[config.mk]
export PLATFORM = sky130hd
export DESIGN_NAME = i2c_stat_ctl
export DESIGN_NICKNAME = d
export VERILOG_FILES = /design/src/rtl/i2c_stat_pkg.sv /design/src/rtl/i2c_flag_cell.sv /design/src/rtl/i2c_addr_cmp.sv /design/src/rtl/i2c_baud_div.sv /design/src/rtl/i2c_stat_ctl.sv
export SDC_FILE = /design/constraint.sdc
export NUM_CORES = 1
export LEC_CHECK = 0
export ABC_AREA = 0
export BUFFER_PORTS_ARGS = -buffer_cell sky130_fd_sc_hd__buf_2
export CAP_MARGIN = 20
export CORE_UTILIZATION = 55
export CTS_CLUSTER_SIZE = 8
export DETAILED_ROUTE_END_ITERATION = 10
export GPL_TIMING_DRIVEN = 0
export MAX_ROUTING_LAYER = met4
export PLACE_DENSITY = 0.78
export SYNTH_ARGS = -nofsm -noshare
export SYNTH_HDL_FRONTEND = slang
export SYNTH_HIERARCHICAL = 1
export SYNTH_SLANG_ARGS = --single-unit
[constraint.sdc]
create_clock -name clk -period 2.4 [get_ports clk]
set_input_delay 0.72 -clock clk [delete_from_list [all_inputs] [get_ports clk]]
set_output_delay 0.72 -clock clk [all_outputs]
set_load 0.02 [all_outputs]
[src/rtl/i2c_stat_pkg.sv]
package i2c_stat_pkg;
   localparam int REG_AW   = 2;
   localparam int REG_DW   = 8;
   localparam logic [REG_AW-1:0] A_CTRL = 2'd0;
   localparam logic [REG_AW-1:0] A_STAT = 2'd1;
   localparam logic [REG_AW-1:0] A_OWN  = 2'd2;
   localparam logic [REG_AW-1:0] A_DATA = 2'd3;
   // control bit positions
   localparam int C_EN  = 7;
   localparam int C_IE  = 6;
   localparam int C_EXT = 5;
   localparam int C_MST = 4;
   // status bit positions
   localparam int S_RXF  = 7;
   localparam int S_TXF  = 6;
   localparam int S_MAT  = 5;
   localparam int S_FULL = 0;
endpackage

[src/rtl/i2c_flag_cell.sv]
module i2c_flag_cell (
   input  logic clk,
   input  logic rst_n,
   input  logic set_i,
   input  logic clr_i,
   input  logic force_clr_i,
   output logic q_o
);
   always_ff @(posedge clk or negedge rst_n) begin
      if (!rst_n)           q_o <= 1'b0;
      else if (force_clr_i) q_o <= 1'b0;
      else if (set_i)       q_o <= 1'b1;
      else if (clr_i)       q_o <= 1'b0;
   end


   set_wins_chk: assert property (@(posedge clk) disable iff (!rst_n)
      (set_i && !force_clr_i) |=> q_o);

   forced_clear_chk: assert property (@(posedge clk) disable iff (!rst_n)
      force_clr_i |=> !q_o);

   clear_only_chk: assert property (@(posedge clk) disable iff (!rst_n)
      (clr_i && !set_i) |=> !q_o);
endmodule

[src/rtl/i2c_addr_cmp.sv]
module i2c_addr_cmp #(
   parameter int ADDR_W   = 7,
   parameter int EXT_LSBS = 1
) (
   input  logic [ADDR_W-1:0] cand_i,
   input  logic [ADDR_W-1:0] own_i,
   input  logic              ext_en_i,
   output logic              hit_o
);
   if (ADDR_W < 2) begin : g_bad_w
      $error("i2c_addr_cmp: ADDR_W must be at least 2");
   end
   if (EXT_LSBS < 0 || EXT_LSBS >= ADDR_W) begin : g_bad_ext
      $error("i2c_addr_cmp: EXT_LSBS out of range");
   end

   logic [ADDR_W-1:0] care;
   for (genvar i = 0; i < ADDR_W; i++) begin : g_care
      if (i < EXT_LSBS) begin : g_soft
         assign care[i] = ~ext_en_i;
      end else begin : g_hard
         assign care[i] = 1'b1;
      end
   end

   assign hit_o = ((cand_i ^ own_i) & care) == '0;
endmodule

[src/rtl/i2c_baud_div.sv]
module i2c_baud_div #(
   parameter int SEL_W     = 3,
   parameter int BASE_LOG2 = 3
) (
   input  logic             clk,
   input  logic             rst_n,
   input  logic             run_i,
   input  logic [SEL_W-1:0] sel_i,
   output logic             tick_o
);
   localparam int MAX_LOG2 = BASE_LOG2 + (1 << SEL_W) - 1;
   localparam int CNT_W    = MAX_LOG2;

   if (BASE_LOG2 < 1) begin : g_bad_base
      $error("i2c_baud_div: BASE_LOG2 must be at least 1");
   end
   if (SEL_W < 1 || MAX_LOG2 > 30) begin : g_bad_sel
      $error("i2c_baud_div: SEL_W out of range");
   end

   logic [CNT_W-1:0] cnt_q;
   logic [CNT_W-1:0] lim;

   always_comb begin
      lim = CNT_W'((32'd1 << (BASE_LOG2 + int'(sel_i))) - 32'd1);
   end

   assign tick_o = run_i && (cnt_q >= lim);

   always_ff @(posedge clk or negedge rst_n) begin
      if (!rst_n)      cnt_q <= '0;
      else if (!run_i) cnt_q <= '0;
      else if (tick_o) cnt_q <= '0;
      else             cnt_q <= cnt_q + 1'b1;
   end


   tick_single_chk: assert property (@(posedge clk) disable iff (!rst_n)
      tick_o |=> !tick_o);

   idle_restart_chk: assert property (@(posedge clk) disable iff (!rst_n)
      !run_i |=> (cnt_q == '0));
endmodule

[src/rtl/i2c_stat_ctl.sv]
module i2c_stat_ctl
   import i2c_stat_pkg::*;
#(
   parameter int ADDR_W    = 7,
   parameter int EXT_LSBS  = 1,
   parameter int SEL_W     = 3,
   parameter int BASE_LOG2 = 3
) (
   input  logic              clk,
   input  logic              rst_n,
   input  logic              reg_wr,
   input  logic              reg_rd,
   input  logic [REG_AW-1:0] reg_addr,
   input  logic [REG_DW-1:0] reg_wdata,
   output logic [REG_DW-1:0] reg_rdata,
   input  logic              ev_rx_byte,
   input  logic [REG_DW-1:0] ev_rx_data,
   input  logic              ev_rx_is_addr,
   input  logic              ev_tx_taken,
   input  logic              ev_xfer_start,
   output logic              irq,
   output logic              master_tick
);
   if (ADDR_W + 1 != REG_DW) begin : g_bad_aw
      $error("i2c_stat_ctl: address plus direction bit must fill a data byte");
   end
   if (SEL_W > 4) begin : g_bad_sel
      $error("i2c_stat_ctl: baud code must fit below the mode bits");
   end

   logic [REG_DW-1:0] ctrl_q;
   logic [ADDR_W-1:0] own_q;
   logic [REG_DW-1:0] rx_data_q;
   logic rxf, txf, mat, full;
   logic en, addr_hit, load, wr_stat, rd_data;

   assign en      = ctrl_q[C_EN];
   assign wr_stat = reg_wr && (reg_addr == A_STAT);
   assign rd_data = reg_rd && (reg_addr == A_DATA);
   assign load    = en && ev_rx_byte && !full;

   always_ff @(posedge clk or negedge rst_n) begin
      if (!rst_n) begin
         ctrl_q    <= '0;
         own_q     <= '0;
         rx_data_q <= '0;
      end else begin
         if (reg_wr && reg_addr == A_CTRL) ctrl_q <= reg_wdata;
         if (reg_wr && reg_addr == A_OWN)  own_q  <= reg_wdata[ADDR_W-1:0];
         if (load)                         rx_data_q <= ev_rx_data;
      end
   end

   i2c_addr_cmp #(.ADDR_W(ADDR_W), .EXT_LSBS(EXT_LSBS)) u_cmp (
      .cand_i  (ev_rx_data[REG_DW-1:1]),
      .own_i   (own_q),
      .ext_en_i(ctrl_q[C_EXT]),
      .hit_o   (addr_hit)
   );

   i2c_flag_cell u_rxf (.clk(clk), .rst_n(rst_n), .set_i(load),
      .clr_i(wr_stat && !reg_wdata[S_RXF]), .force_clr_i(!en), .q_o(rxf));
   i2c_flag_cell u_txf (.clk(clk), .rst_n(rst_n), .set_i(en && ev_tx_taken),
      .clr_i(wr_stat && !reg_wdata[S_TXF]), .force_clr_i(!en), .q_o(txf));
   i2c_flag_cell u_mat (.clk(clk), .rst_n(rst_n),
      .set_i(en && ev_rx_byte && ev_rx_is_addr && addr_hit),
      .clr_i(ev_xfer_start), .force_clr_i(!en), .q_o(mat));
   i2c_flag_cell u_full (.clk(clk), .rst_n(rst_n), .set_i(load),
      .clr_i(rd_data), .force_clr_i(!en), .q_o(full));

   i2c_baud_div #(.SEL_W(SEL_W), .BASE_LOG2(BASE_LOG2)) u_div (
      .clk   (clk),
      .rst_n (rst_n),
      .run_i (en && ctrl_q[C_MST]),
      .sel_i (ctrl_q[SEL_W-1:0]),
      .tick_o(master_tick)
   );

   assign irq = ctrl_q[C_IE] && (rxf || txf);

   always_comb begin
      reg_rdata = '0;
      case (reg_addr)
         A_CTRL: reg_rdata = ctrl_q;
         A_STAT: begin
            reg_rdata[S_RXF]  = rxf;
            reg_rdata[S_TXF]  = txf;
            reg_rdata[S_MAT]  = mat;
            reg_rdata[S_FULL] = full;
         end
         A_OWN:  reg_rdata = {1'b0, own_q};
         default: reg_rdata = rx_data_q;
      endcase
   end


   rx_hold_chk: assert property (@(posedge clk) disable iff (!rst_n)
      (full && ev_rx_byte) |=> $stable(rx_data_q));

   rx_load_chk: assert property (@(posedge clk) disable iff (!rst_n)
      (en && ev_rx_byte && !full) |=> (full && rx_data_q == $past(ev_rx_data)));

   off_quiet_chk: assert property (@(posedge clk) disable iff (!rst_n)
      !en |=> !(rxf || txf || mat || full));
endmodule

Yosys cells after proc, flatten, opt, wreduce, memory -nomap -nowiden

Index checks and enable logic that the tools add are counted.

Register bits: 37
Input bits: 26
Output and inout port bits: 10
Word-level logic and storage cells: 60

Add/sub/neg operators: 3
Magnitude comparators: 1
Equality and inequality tests: 7
Shifts and indexed selects: 1
Mux-type cells: 17
Bitwise gates (word level): 3
Reductions and logical operators: 20

Operators with widths:

| operator                                           | count |
|---|---|
| << shifter 1 x 32 -> 10 bit, first input constant  | 1 |
| 2-to-1 mux 10 bit                                  | 2 |
| logical AND 1 bit                                  | 14 |
| 2-to-1 mux 1 bit                                   | 12 |
| case mux 4 bit (3 select lines)                    | 1 |
| adder 10 x 1 -> 10 bit, second input constant      | 1 |
| greater-or-equal comparator 10 bit                 | 1 |
| subtractor 10 x 1 -> 10 bit, second input constant | 1 |
| != test 3 x 1 -> 1 bit, second input constant      | 3 |
| case mux 3 bit (3 select lines)                    | 1 |
| AND 7 bit                                          | 1 |
| logical NOT 7 bit                                  | 1 |
| XOR 7 bit                                          | 1 |
| adder 2 x 3 -> 4 bit, first input constant         | 1 |
| == test 2 bit, second input constant               | 2 |
| logical NOT 1 bit                                  | 3 |
| != test 3 x 2 -> 1 bit, second input constant      | 1 |
| case mux 1 bit (3 select lines)                    | 1 |
| == test 2 x 1 -> 1 bit, second input constant      | 1 |
| logical NOT 2 bit                                  | 1 |
| logical OR 1 bit                                   | 1 |
| inverter 1 bit                                     | 1 |

Logic depth before layout (Yosys ltp)

Gate-level depths: netlist of run 1.

Word-level depth: 7
Depth in mapped cells: 7
Mapped depth without buffers: 6

By module

Netlist of run 1, hierarchy kept.

Modules (own cells, without submodules):

| module        | times used | cells an instance | area each (um^2) | seq. area each (um^2) |
|---|---|---|---|---|
| i2c_stat_ctl  | 1          | 77                | 1,117.3          | 575.6 |
| i2c_baud_div  | 1          | 72                | 740.7            | 250.2 |
| i2c_flag_cell | 4          | 4                 | 43.8             | 25.0 |
| i2c_addr_cmp  | 1          | 10                | 77.6             | 0.0 |

Worst setup path after synthesis of run 1

No wires, ideal clock.

Path type: input-to-output
From: in reg_addr[1]
To: out reg_rdata[7]
Arrival time: 1,572 ps
Data required time: 1,680 ps
Path slack: 108 ps
Stages: 3
Buffers on the path: 2
Cells stage by stage: clkbuf_2 -> buf_1 -> o21ai_0

Word-level cells in the longest chain between the ends: 2
Elaborated cells on any way between the ends: 4
Classes of those cells: eq/ne (2); mux (1); reduce/logical (1)

Ends and longest elaborated chain:

| element                                     | RTL line           | text |
|---|---|---|
| start, declared                             | i2c_stat_ctl.sv:13 | `input logic [REG_AW-1:0] reg_addr,` |
| == test 2 bit, or another cell as far along | i2c_stat_ctl.sv:83 | `case (reg_addr)` |
| case mux 3 bit (3 select lines) (*)         | i2c_stat_ctl.sv:83 |  |
| end, declared                               | i2c_stat_ctl.sv:15 | `output logic [REG_DW-1:0] reg_rdata,` |

Mark *: on every way between the ends. The rest lies on a longest branch, timed or not.

Worst setup path after layout of run 1

From: reg ctrl_q[2]
To: out master_tick

Word-level cells in the longest chain between the ends: 5

Ends and longest elaborated chain:

| element                            | RTL line           | text |
|---|---|---|
| start, declared                    | i2c_stat_ctl.sv:31 | `logic [REG_DW-1:0] ctrl_q;` |
| start signal, assigned             | i2c_stat_ctl.sv:48 | `if (reg_wr && reg_addr == A_CTRL) ctrl_q <= reg_wdata;` |
| adder 2 x 3 -> 4 bit               | i2c_baud_div.sv:25 | `lim = CNT_W'((32'd1 << (BASE_LOG2 + int'(sel_i))) - 32'd1);` |
| << shifter 1 x 32 -> 10 bit        | i2c_baud_div.sv:25 |  |
| subtractor 10 x 1 -> 10 bit        | i2c_baud_div.sv:25 |  |
| greater-or-equal comparator 10 bit | i2c_baud_div.sv:28 | `assign tick_o = run_i && (cnt_q >= lim);` |
| logical AND 1 bit                  | i2c_baud_div.sv:28 |  |
| end, declared                      | i2c_stat_ctl.sv:22 | `output logic master_tick` |

No other way between the ends.

==> results of run 1 <==
metal layers:
metal,vias to the layer above,share of wire
li1,724,-
met1,767,0.45
met2,45,0.50
met3,8,0.043
met4,0,0.013
met5,-,0
worst register-to-register path, stage by stage (launching register included):
cell and delay [ps]:
dfrtp_2 430, buf_4 150, nand2_1 60, ha_1 340, a21oi_2 150, a21boi_1 80
or3b_1 370, buf_6 170, nor3b_2 160
cell usage in the layout, fill, tap and decap left out, types with 5 or more instances in the layout:
cell and n:
clkbuf_8 5, xnor2_1 11, nor2_1 5, a21oi_2 8, dfrtp_1 35, nor3_2 9, inv_1 8, mux2_2 27
buf_4 9, ha_1 9, buf_2 33, nand3_1 7
cell type report:
cell class,count,area share
buffer,5,0.0161
clock inverter,2,0.0151
clock buffer,6,0.0283
sequential,37,0.362
multi-input combinational,124,0.446
timing repair buffer,42,0.0956
inverter,9,0.0132
tap,48,0.0234
cells by family after synthesis:
group | after synthesis | synth area share
simple gates | 48 | 0.159
fa+ha+maj | 10 | 0.0593
mux | 31 | 0.181
xor+xnor | 15 | 0.0622
other cells | 1 | 0.00178
compound gates | 19 | 0.0670
flops | 37 | 0.439
buf+inv | 14 | 0.0314
sequential cells by signal, indices dropped and copies added (netlist names):
| signal | count |
|---|---|
| u_rxf/q_o | 1 |
| ctrl_q | 8 |
| u_txf/q_o | 1 |
| own_q | 7 |
| u_div/cnt_q | 10 |
| rx_data_q | 8 |
| u_full/q_o | 1 |
| u_mat/q_o | 1 |
power by group through the flow:
stage	logic (mW)	clock network (mW)	registers (mW)
after floorplan	0.335	0	0.812
after global placement	0.430	0	0.834
after detailed placement	0.445	0	0.844
after CTS	0.496	0.550	0.830
after global routing	0.554	0.578	0.850
final	0.518	0.548	0.835
worst max path at each step:
stage                           start            to  slack, ps  cells after the start
final                       ctrl_q[2]   master_tick       -330                      7
after global routing        ctrl_q[1]   master_tick       -370                      7
after CTS                   ctrl_q[2]   master_tick       -300                      7
after detailed placement  reg_addr[1]  reg_rdata[6]       -140                      4
after global placement    reg_addr[1]  reg_rdata[6]       -120                      4
after floorplan           reg_addr[1]  reg_rdata[7]        110                      3
per-stage QoR:
stage / util / setup WS [ps] / area, µm² / setup TNS [ps] / power, mW
final: 0.701 / -333 / 2560 / -333 / 1.90
after global routing: 0.701 / -367 / 2560 / -367 / 1.98
after floorplan: - / 108 / 2110 / 0 / 1.15
after CTS: 0.692 / -305 / 2530 / -305 / 1.88
after global placement: 0.639 / -124 / 2340 / -612 / 1.26
after detailed placement: 0.639 / -138 / 2340 / -663 / 1.29
repair_timing:
item,4_1_cts,5_1_grt
setup buffers,7,1
resized for setup,11,5
pin swaps,7,6
setup endpoints to repair,6,1
==> flow_summary.json, run 1 <==
{
  "outcome": "complete, but fails checks",
  "violations": "setup timing",
  "cpPeakStageDelay_ps": 460,
  "first_global_vias": 1530,
  "cp_slowest_cell": "dfrtp_2",
  "max_freq_mhz": 366,
  "dp_hpwl_um": 3100,
  "register_area_um2": 928,
  "n_antenna_cell": 0,
  "fillCellCount": 279,
  "crit_top_cell": "a21oi_2",
  "crit_chain": "nor2_2, ha_1, a21o_1, a21oi_2, a21oi_2, o31a_2, buf_6",
  "synth_flop_cell": "dfrtp_1",
  "rsz0062_at_grt": "true",
  "crit_required_ps": 1680,
  "yosys-top-cells-area": "dfrtp_1 (44%), mux2_2 (14%), ha_1 (5.9%)",
  "cp.arrival_ps": 2010,
  "numPortBuffers": 34,
  "die-area_um2": 4090,
  "rr_endpoint": "u_div/cnt_q[1]",
  "multi_input_area_um2": 1140,
  "yosys_warnings": 6,
  "fp.dieH_um": 64.0,
  "cpLargestDelayFamily": "compound AO/OA/AOI/OAI gates",
  "path_buf_inv": 1,
  "first_pass_iters": 4,
  "drive_above_1_share": 0.489,
  "yosysUniqueCellTypes": 40,
  "synth_edf_count": 0,
  "slew_viol_final": 0,
  "gp_congestion": 0.802,
  "avgViaCountPerCell": 5.66,
  "hold_viol": 0,
  "routed_wl_um": 4770,
  "r2r-start": "ctrl_q[2]",
  "nets": 260,
  "hold_ws_ps": 513,
  "tritoncts": "built",
  "grt_max_degree": 38,
  "combPwrFrac": 0.272,
  "antenna_found_initial": 0,
  "grt-busiest-layer": "met2",
  "p_sw_frac": 0.304,
  "track_usage": 0.254,
  "placedCellCount": 257,
  "synth_top_area_frac": 0.439,
  "htreeDepth": 2,
  "final_cells": 273,
  "p_leak_nw": 1.15,
  "peakVddDrop_uv": 444,
  "ctsHoldBuffers": 0,
  "clock-root-buffer": "clkbuf_8",
  "syn_nets": 211,
  "power.switching_mw": 0.577,
  "antenna_left": 0,
  "synth_area_um2": 2110,
  "core_area_um2": 3660,
  "cts_inserted_buffers": 5,
  "intPower_mw": 1.32,
  "layout_setup_ws_ps": -333,
  "hold_end": "rx_data_q[1]",
  "drt_iter0_markers": 84,
  "die_w_um": 64.0,
  "ys_seq_area_frac": 0.439,
  "grt_remaining_overflow": 0,
  "min_from": "rx_data_q[1]",
  "netlist_instances": 175,
  "grt_use_met2": 0.410,
  "grtUsageMet1": 0.318,
  "path_class": "reg -> out",
  "drt_drc_violations_left": 0,
  "maxCapViolCount": 0,
  "period_needed_ps": 2730,
  "worst_pin_slew_ps": 824,
  "worstHoldPathType": "reg -> reg",
  "clk_latency_ps": 290,
  "startpoint_type": "register",
  "reg2regPathDepth": 8,
  "cts_sinks": 37,
  "grt_pass1_wl_um": 7370,
  "syn_to_final_growth_pct": 21.5,
  "path_clk_slew_ps": 80,
  "pwr-share-clk": 0.288,
  "start_util": 0.577,
  "p_per_area_nw_per_um2": 741,
  "use_met3": 0.0643,
  "synth-seq-cells": 37,
  "r2r_slack_ps": 410,
  "vias": 1544,
  "synth_most_common_cell": "dfrtp_1",
  "rows": 22,
  "worst-path-max-fanout": 5,
  "setup_viol": 1,
  "avgRoutedWirePerCell_um": 17.5,
  "hold_path_depth": 1,
  "syn_area_per_cell_um2": 12.1,
  "synth_common_cells": "dfrtp_1 (37), mux2_2 (27), xnor2_1 (11), ha_1 (10), nor3_2 (9)",
  "seqPwrFrac": 0.439,
  "async_reset_ff_frac": 1.00,
  "clockBufferDepth": 2,
  "relSlewSlack": 0.451,
  "setup.worst_path.end_class": "output pin",
  "finalCritPeriodShare": 1.14,
  "ios": 36,
  "finClkSkew_ps": 8.46,
  "synth_area_leader_cell": "dfrtp_1"
}
Note: power is estimated with default switching activity, not from simulation.
==> inputs of run 2 (changes only) <==
- SETUP_SLACK_MARGIN: unset -> 0.05
==> run 2 against run 1 <==
  * The run still ends with setup timing left
  * Combinational power is 2% higher
  * Largest power group unchanged
  * Count of clock-buffer cells in the layout stayed put
  * Clock power hardly changed
  * Non-clock buffer count is 1 lower
  * Via count is 0.39% lower
  * Critical path depth stayed put
  * Utilization is 0.34 points higher
  * Clock skew is 1.5 ps lower
  * Final cell count is 0.37% lower
  * Global-route usage is 0.14 points higher
  * Maximum frequency is 0.76% higher
  * Design area is 0.49% higher
==> flow_summary.json, run 2 (same netlist as run 1, synthesis figures left out) <==
{
  "path_class": "reg -> out",
  "path_buf_inv": 2,
  "path_clk_slew_ps": 70,
  "fp.dieH_um": 64.0,
  "first_global_vias": 1535,
  "ctsHoldBuffers": 0,
  "layout_commonest_cell": "dfrtp_1",
  "numPortBuffers": 34,
  "routed_wl_um": 4660,
  "p_per_area_nw_per_um2": 741,
  "reg2regPathDepth": 8,
  "drt_drc_violations_left": 0,
  "n_antenna_cell": 0,
  "hold_viol": 0,
  "start_util": 0.577,
  "grt_remaining_overflow": 0,
  "finClkSkew_ps": 6.96,
  "worst-path-max-fanout": 4,
  "max_freq_mhz": 369,
  "gp_congestion": 0.802,
  "clock-root-buffer": "clkbuf_8",
  "crit_top_cell": "a21oi_2",
  "nets": 259,
  "maxCapViolCount": 0,
  "die_w_um": 64.0,
  "finalCritPeriodShare": 1.13,
  "rows": 22,
  "violations": "setup timing",
  "grt_pass1_wl_um": 7420,
  "p_leak_nw": 1.15,
  "vias": 1538,
  "cp_num_cells": 7,
  "drt_iter0_markers": 87,
  "fin_tns_setup_ps": -312,
  "grt_max_degree": 38,
  "cpPeakStageDelay_ps": 440,
  "detailedPlace.worstSlack_ps": -138,
  "cts_sinks": 37,
  "final_area_um2": 2580,
  "reg_top3": "u_div/cnt_q x10, ctrl_q x8, rx_data_q x8",
  "dp_hpwl_um": 3100,
  "period_needed_ps": 2710,
  "die-area_um2": 4090,
  "slew_viol_final": 0,
  "ios": 36,
  "max_flop_register": "u_div/cnt_q",
  "setup_viol": 1,
  "drive_above_1_share": 0.491,
  "track_usage": 0.255,
  "peakVddDrop_uv": 445,
  "largest_reg_flops": 10,
  "clk_latency_ps": 290,
  "layout_setup_ws_ps": -312,
  "avgRoutedWirePerCell_um": 17.1,
  "post_dp_cell_area_um2": 2340,
  "rsz0062_at_grt": "true",
  "cpLargestDelayFamily": "compound AO/OA/AOI/OAI gates",
  "total_power_mw": 1.91,
  "startpoint_type": "register",
  "antenna_found_initial": 0,
  "first_pass_iters": 4,
  "antenna_left": 0,
  "finish.utilization": 0.704,
  "cp.arrival_ps": 1990,
  "relSlewSlack": 0.446,
  "worstHoldPathType": "in -> async",
  "outcome": "complete, but fails checks",
  "avgViaCountPerCell": 5.65,
  "core_area_um2": 3660,
  "layout_common_cells": "dfrtp_1 (35), buf_2 (31), mux2_2 (26)",
  "setup.worst_path.end_class": "output pin",
  "cts_inserted_buffers": 5,
  "crit_required_ps": 1680,
  "crit_chain": "buf_4, a21oi_2, ha_4, a21oi_2, a21oi_2, o31a_2, buf_6",
  "clockBufferDepth": 2,
  "worst_pin_slew_ps": 831,
  "htreeDepth": 2,
  "fillCellCount": 270,
  "cp_slowest_cell": "dfrtp_2",
  "syn_to_final_growth_pct": 22.1,
  "tritoncts": "built"
}
## run 2: changes by cell type in the layout (fill, tap and decap cells not counted)
cell    change
nor2_2      +1
buf_2       -2
nor2_1      -1
mux2_4      +1
buf_6       +1
mux2_2      -1
buf_8       -1
buf_12      +1
## run 2: final timing paths
path | start | end | slack, ps
setup reg to reg | ctrl_q[1] | u_div/cnt_q[1] | 400
hold reg to reg | rx_data_q[4] | rx_data_q[4] | 520
setup / recovery | ctrl_q[1] | master_tick | -310
max in group asynchronous | rst_n | ctrl_q[1] | 1300
min in group clk | rx_data_q[4] | rx_data_q[4] | 520
hold / removal | rst_n | u_div/cnt_q[7] | 520
## run 2: final cells by class
class,count,area (µm²),share of cell area
repair buffers,42,264,0.102
clock buffers,6,72.6,0.0282
well taps,48,60.1,0.0233
inverters,9,33.8,0.0131
flip-flops and latches,37,928,0.360
multi-input cells,124,1150,0.447
clock inverters,2,38.8,0.0150
plain buffers,4,28.8,0.0112
## run 2: worst register-to-register path: cells and delay by family (launching register included)
kind / cells / cell delay [ps]
fa+ha+maj: 1 / 280
buf+inv: 2 / 320
simple gates: 3 / 650
compound gates: 2 / 230
flops: 1 / 440
## run 2: stage by stage
| step | hold WS, ps | std cells |
|---|---|---|
| floorplan | 424 | 175 |
| global placement | 484 | 257 |
| detailed placement | 494 | 257 |
| CTS | 516 | 272 |
| global route | 532 | 272 |
| finish | 515 | 272 |
## run 2: metal layers
layer | part of all wire | GRT usage | wire length (µm)
met5 | 0 | - | 0
met4 | 0.0062 | 0.0682 | 29
met3 | 0.045 | 0.0643 | 211
met2 | 0.50 | 0.408 | 2340
met1 | 0.45 | 0.323 | 2080
## run 2: power breakdown
| group | switching, mW | leakage [nW] | internal [mW] |
|---|---|---|---|
| Combinational | 0.244 | 0.636 | 0.284 |
| Sequential | 0.0994 | 0.462 | 0.738 |
| Clock | 0.233 | 0.0554 | 0.312 |
## run 2: timing repair
item,CTS,global route
pin swaps,8,7
resized for setup,15,10
setup buffers,7,1
setup endpoints to repair,8,8
==> inputs of run 3 (changes only) <==
- CORE_UTILIZATION: 55 -> 45
- PLACE_DENSITY: 0.78 -> 0.66
==> run 3 against run 2 <==
  * The flow finishes with violations (DRC, setup timing)
  * Sequential power down 0.5%
  * Non-clock buffer count stayed put
  * Count of clock-buffer cells in the layout rose by 1
  * Wire length down 2.2%
  * Maximum frequency grew 1.4%
  * Combinational power is essentially flat
  * Final cell count rose by 1.1%
  * Hold slack got worse by 7.0 ps
  * Register-to-register slack improved by 90 ps
  * Critical path type unchanged
  * Largest cell class unchanged
==> flow_summary.json, run 3 (same netlist as run 1, synthesis figures left out) <==
{
  "grt_remaining_overflow": 0,
  "cts_inserted_buffers": 5,
  "layout_common_cells": "dfrtp_1 (35), buf_2 (29), mux2_2 (25)",
  "startpoint_type": "register",
  "worstHoldPathType": "reg -> reg",
  "period_needed_ps": 2680,
  "start_util": 0.475,
  "clockBufferDepth": 2,
  "p_leak_nw": 1.15,
  "die_w_um": 70.5,
  "max_freq_mhz": 374,
  "slew_viol_final": 0,
  "hold_ws_ps": 508,
  "clock-root-buffer": "clkbuf_8",
  "hold_viol": 0,
  "track_usage": 0.216,
  "antenna_found_initial": 0,
  "tritoncts": "built",
  "routed_wl_um": 4560,
  "finClkSkew_ps": 5.05,
  "violations": "DRC, setup timing",
  "vias": 1534,
  "avgRoutedWirePerCell_um": 16.6,
  "drt_drc_violations_left": 7,
  "reg_top3": "u_div/cnt_q x10, ctrl_q x8, rx_data_q x8",
  "grt_pass1_wl_um": 7860,
  "n_antenna_cell": 0,
  "first_pass_iters": 7,
  "cpPeakStageDelay_ps": 440,
  "outcome": "complete, but fails checks",
  "r2r-start": "ctrl_q[1]",
  "path_clk_slew_ps": 60,
  "p_per_area_nw_per_um2": 699,
  "cp_slowest_cell": "dfrtp_2",
  "grt_max_degree": 38,
  "antenna_left": 0,
  "core_area_um2": 4440,
  "largest_reg_flops": 10,
  "cp.arrival_ps": 1960,
  "cts_sinks": 37,
  "htreeDepth": 2,
  "crit_chain": "nor2_2, ha_1, a21o_1, a21oi_2, a21oi_2, o31a_2, buf_6",
  "drive_above_1_share": 0.484,
  "peakVddDrop_uv": 400,
  "finalCritPeriodShare": 1.11,
  "setup_viol": 1,
  "worst_pin_slew_ps": 819,
  "path_class": "reg -> out",
  "max_flop_register": "u_div/cnt_q",
  "dp_hpwl_um": 3330,
  "setup.worst_path.end_class": "output pin",
  "nets": 259,
  "r2r_slack_ps": 490,
  "crit_top_cell": "a21oi_2",
  "rsz0062_at_grt": "true",
  "numPortBuffers": 34,
  "worst-path-max-fanout": 5,
  "cpLargestDelayFamily": "compound AO/OA/AOI/OAI gates",
  "ios": 36,
  "avgViaCountPerCell": 5.58,
  "clk_latency_ps": 290,
  "critPathLaunch": "ctrl_q[2]",
  "cp_num_cells": 7,
  "finish.utilization": 0.578,
  "relSlewSlack": 0.454,
  "die-area_um2": 4970,
  "rr_endpoint": "u_div/cnt_q[6]",
  "crit_required_ps": 1680,
  "maxCapViolCount": 0,
  "reg2regPathDepth": 8,
  "fp.dieH_um": 70.5,
  "endpoint": "master_tick",
  "layout_setup_ws_ps": -275,
  "first_global_vias": 1637,
  "syn_to_final_growth_pct": 21.6,
  "layout_commonest_cell": "dfrtp_1",
  "path_buf_inv": 1,
  "drt_iter0_markers": 82,
  "rows": 24,
  "gp_congestion": 0.856
}
==> run 3: how the worst min path moves through the flow <==
stage	start	end	slack [ps]	depth (start not counted)
2_1_floorplan	rst_n	ctrl_q[0]	420	0
3_3_place_gp	rx_data_q[2]	rx_data_q[2]	480	1
3_5_place_dp	rx_data_q[2]	rx_data_q[2]	500	1
4_1_cts	rx_data_q[2]	rx_data_q[2]	510	1
5_1_grt	rx_data_q[6]	rx_data_q[6]	530	1
6_report	rx_data_q[3]	rx_data_q[3]	510	1
==> run 3: stage by stage <==
step / worst slack, ps / setup TNS, ps / power (mW) / cells / instance area (µm²)
floorplan: 108 / 0 / 1.15 / 175 / 2110
global placement: -136 / -635 / 1.27 / 261 / 2350
detailed placement: -157 / -757 / 1.30 / 261 / 2350
CTS: -288 / -288 / 1.78 / 274 / 2530
global route: -375 / -375 / 1.90 / 275 / 2570
finish: -275 / -275 / 1.79 / 275 / 2570
==> run 3: where the power goes <==
group / internal (mW) / switching [mW] / leakage (nW)
Sequential: 0.739 / 0.0953 / 0.462
Combinational: 0.288 / 0.241 / 0.647
Clock: 0.228 / 0.203 / 0.0443
Total: 1.25 / 0.539 / 1.15
==> run 3: cell type report <==
cell class | instances | area [µm²]
inverter | 9 | 33.8
sequential | 37 | 928
timing repair buffer | 41 | 265
multi-input combinational | 124 | 1140
fill | 395 | 1880
clock buffer | 7 | 86.3
buffer | 5 | 43.8
tap | 52 | 65.1
==> run 3: layer usage <==
| metal | part of all wire | global-route usage | vias to the layer above | wire (µm) |
|---|---|---|---|---|
| li1 | - | - | 726 | - |
| met1 | 0.45 | 0.275 | 766 | 2040 |
| met2 | 0.49 | 0.338 | 34 | 2240 |
| met3 | 0.047 | 0.0620 | 8 | 213 |
| met4 | 0.013 | 0.0590 | 0 | 57 |
| met5 | 0 | - | - | 0 |
==> run 3: timing repair <==
item	CTS	global route
pin swaps	8	6
hold buffers	0	0
hold endpoints to repair	0	0
gates resized for setup	19	8
setup endpoints to repair	8	6
cloned	0	0
setup buffers	6	1
